<file path="src/rtl/pipe_exc_commit.sv">
module pipe_exc_commit #(
  parameter int PCW = 32,
  parameter int CW  = 4,
  parameter logic [PCW-1:0] HANDLER_PC = 'h80
) (
  input  logic           clk,
  input  logic           rst_n,
  input  logic           f_valid,
  input  logic [PCW-1:0] f_pc,
  input  logic           f_pc_fault,
  input  logic           d_illegal,
  input  logic           x_ovf,
  input  logic           m_daddr_fault,
  input  logic           irq,
  output logic           take,
  output logic           kill_f,
  output logic           kill_d,
  output logic           kill_x,
  output logic           kill_m,
  output logic           wb_suppress,
  output logic           redirect,
  output logic [PCW-1:0] redirect_pc,
  output logic [CW-1:0]  cause,
  output logic [PCW-1:0] epc
);
  localparam logic [CW-1:0] C_IFAULT = CW'(1);
  localparam logic [CW-1:0] C_ILL    = CW'(2);
  localparam logic [CW-1:0] C_OVF    = CW'(3);
  localparam logic [CW-1:0] C_DFAULT = CW'(4);
  localparam logic [CW-1:0] C_IRQ    = CW'(8);

  logic           d_v, x_v, m_v;
  logic           d_exc, x_exc, m_exc;
  logic [CW-1:0]  d_code, x_code, m_code;
  logic [PCW-1:0] d_pc, x_pc, m_pc;
  logic [CW-1:0]  take_code;

  assign take      = m_v & (irq | m_exc | m_daddr_fault);
  assign take_code = irq ? C_IRQ : (m_exc ? m_code : C_DFAULT);

  assign kill_f = take;
  assign kill_d = take;
  assign kill_x = take;
  assign kill_m = take;
  assign redirect_pc = HANDLER_PC;

  always_ff @(posedge clk) begin
    if (!rst_n) begin
      d_v <= 1'b0; x_v <= 1'b0; m_v <= 1'b0;
      d_exc <= 1'b0; x_exc <= 1'b0; m_exc <= 1'b0;
      d_code <= '0; x_code <= '0; m_code <= '0;
      d_pc <= '0; x_pc <= '0; m_pc <= '0;
      cause <= '0; epc <= '0;
      wb_suppress <= 1'b0; redirect <= 1'b0;
    end else begin
      d_v    <= f_valid & ~take;
      d_pc   <= f_pc;
      d_exc  <= f_valid & f_pc_fault;
      d_code <= C_IFAULT;

      x_v    <= d_v & ~take;
      x_pc   <= d_pc;
      x_exc  <= d_v & (d_exc | d_illegal);
      x_code <= d_exc ? d_code : C_ILL;

      m_v    <= x_v & ~take;
      m_pc   <= x_pc;
      m_exc  <= x_v & (x_exc | x_ovf);
      m_code <= x_exc ? x_code : C_OVF;

      wb_suppress <= take;
      redirect    <= take;
      if (take) begin
        cause <= take_code;
        epc   <= m_pc;
      end
    end
  end
endmodule


</file>
<file path="config.mk">
export PLATFORM = sky130hd
export DESIGN_NAME = pipe_exc_commit
export DESIGN_NICKNAME = d
export VERILOG_FILES = /design/src/rtl/pipe_exc_commit.sv
export SDC_FILE = /design/constraint.sdc
export NUM_CORES = 1
export LEC_CHECK = 0
export BUFFER_PORTS_ARGS = -buffer_cell sky130_fd_sc_hd__buf_2
export CORE_MARGIN = 3
export CORE_UTILIZATION = 56
export CTS_CLUSTER_DIAMETER = 120
export CTS_CLUSTER_SIZE = 20
export DETAILED_ROUTE_END_ITERATION = 10
export PLACE_DENSITY = 0.84
export SETUP_SLACK_MARGIN = 0.5
export SLEW_MARGIN = 20
export SYNTH_ARGS = -nofsm -noshare
export SYNTH_HDL_FRONTEND = slang
export SYNTH_SLANG_ARGS = --single-unit
</file>
<file path="constraint.sdc">
create_clock -name clk -period 2.15 [get_ports clk]
set_clock_uncertainty 0.2 [all_clocks]
set_input_delay 0.1075 -clock clk [delete_from_list [all_inputs] [get_ports clk]]
set_output_delay 0.1075 -clock clk [all_outputs]
set_load 0.005 [all_outputs]
</file>
==> results.cfg <==
[sta]
min_period_over_period_pct = 79.69
fin_hold_ws_ps = 36.49
fin_tns_setup_ps = 0
worst_pin_slew_ps = 731.9
drv_slew = 0
slew_headroom_pct = 51.21
rsz0062_at_grt = true
fmax_mhz = 583.7
finalSetupViolations = 0
finalHoldViolCount = 0
finalCriticalPeriod_ps = 1713

[hold_path]
min_path_cells = 2
hold_path_class = primary input to register

[die]
die_h_um = 95.89
start_util_pct = 58.25
die_area_sq_um = 9194
die_w_um = 95.89
coreArea_sq_um = 7767
pin_count = 115
num_rows = 32

[place]
portBuffers = 82
dpl_cell_area_sq_um = 4795
gp_congestion = 0.7651
dp_hpwl_um = 4552

[critical_path]
critical_path.top_delay_family = flip-flops
critPathArrivalTime_ps = 1410
cp_slowest_cell = dfxtp_4
cp.required_ps = 1840
rr_worst_depth = 3
crit_cells = 3
critPathKind = register to primary output
path_cells = o31ai_4 -> bufinv_16 -> buf_6
max_stage_delay_ps = 350
cp_max_fo = 7
end_kind = primary output
worst_setup_path_start_kind = register
crit_buf_inv = 2

[cts]
numCtsBuffers = 17
clk_pin_slew_ps = 60
clockBufferDepth = 2
htree_levels = 4
cts_sinks = 144
root_buffer = clkbuf_8
clock_latency_ps = 500
cts_tree = done

[route]
ant_nets = 0
drcViolationCount = 0
finalWirelength_um = 8387
vias = 2953
dr.pass1.iters = 4
avgRoutedWirePerCell_um = 12.65
drtIter0Drc = 82
avgViaCountPerCell = 4.454

[synth]
synth_fa_ha_area_share_pct = 0
synth_compound_area_share_pct = 5.614
synth_top_area_share_pct = 63.72
yosysSeqAreaShare_pct = 63.72
synth_top_family_by_area = simple AND/OR/NAND/NOR gates
synthTopCellsByCount = 144 x dfxtp_1, 96 x and2_1, 63 x nand2_1
avgSynthCellArea_sq_um = 10.57
synth_seq_cells = 144
synth.most_common_cell = dfxtp_1
ys.flop_type = dfxtp_1
synthMuxAreaShare_pct = 0
yosys-top-cells-area = dfxtp_1 64%, and2_1 13%, buf_4 6.1%
ys.warnings.count = 0
synth_cells = 428
synth_edf_count = 0
ys_types = 24
yosysTopAreaCell = dfxtp_1
yosys.area_share.simple_pct = 20.99
ys_async_sr_fraction_pct = 0
yosys.area_share.xor_xnor_pct = 0
netlist_area_sq_um = 4524

[status]
outcome = finished clean

[global_route]
antenna_found_initial = 0
grt_first_pass_wirelength_um = 13010
grt_use_total_pct = 18.91
grt_pass1_vias = 2825
grt_max_degree = 106
overflow = 0

[power_and_ir_drop]
p_per_area_nw_per_um2 = 982.2
p_leak_nw = 2.620
total_power_mw = 5.792
ir_drop_v = 0.0008220

[finish]
design_area_sq_um = 5897
final_core_util_pct = 75.92
layout.nets = 588
diodes = 0
syn_to_final_growth_pct = 30.34
drive_gt1_share_pct = 23.89
fillers = 514

[job]
cap_violations = 0
[registers in the layout (all words and copies together), names as in the netlist, 2 cells and up]
signal / flops
cause: 4
epc: 32
m_pc: 32
m_code: 2
x_pc: 32
d_pc: 32
x_code: 2
[logic make-up after synthesis]
group | count (synthesis)
other cells | 2
simple gates | 176
compound gates | 43
flops | 144
buf+inv | 63
[final timing paths]
check              end  slack [ps]  startpoint
max               take         440       m_exc
min          d_code[0]          40       rst_n
max reg2reg   cause[0]         530       m_exc
min reg2reg    epc[14]         230    m_pc[14]
[per-layer routing]
layer / track usage, % / part of all wire [%] / vias to the layer above
met2: 33.70 / 53 / 84
met4: 7.227 / 1.2 / 0
met1: 20.14 / 40 / 1344
met3: 7.193 / 6.0 / 9
met5: 0 / 0 / -
li1: - / - / 1516
[cells in the final DEF (no fill, tap or decap), drive strengths merged]
cell type,n
o211a,2
bufinv,2
and3,5
dfxtp,144
nand4b,2
nand2,65
a22oi,1
inv,11
a31oi,2
o31ai,1
clkinv,6
clkinvlp,1
conb,32
and2,96
dlygate4sd3,41
nand2b,2
or4b,2
o21ai,2
clkbuf,17
buf,88
nor2,4
a21oi,35
[stage by stage]
| stage | setup slack [ps] | cells |
|---|---|---|
| 3_5_place_dp | 468.2 | 586 |
| 6_report | 436.6 | 663 |
| 5_1_grt | 371.1 | 663 |
| 2_1_floorplan | 664.5 | 458 |
| 3_3_place_gp | 538.0 | 586 |
| 4_1_cts | 411.5 | 663 |
[timing repair]
item	in CTS	in global routing
resized for setup	13	2
pin swaps	1	0
hold buffers	41	0
endpoints found under the setup margin	35	31
cloned	1	0
hold endpoints to repair	46	0
setup buffers	3	0
[area by class of cell]
class / count / area [sq um] / area share, %
timing repair buffer: 129 / 922.1 / 15.64
multi-input combinational: 251 / 1324 / 22.45
clock buffer: 17 / 414.1 / 7.023
sequential: 144 / 2888 / 48.97
timing repair inverter: 1 / 8.758 / 0.1485
clock inverter: 15 / 171.4 / 2.907
inverter: 4 / 41.29 / 0.7002
tap: 102 / 127.6 / 2.164
[power breakdown]
part	total [mW]	switching, mW	internal (mW)
logic	0.238	0.106	0.131
registers	2.77	0.0219	2.75
clock network	2.78	1.19	1.59
total	5.79	1.32	4.47
(Power assumes the default switching activity.)
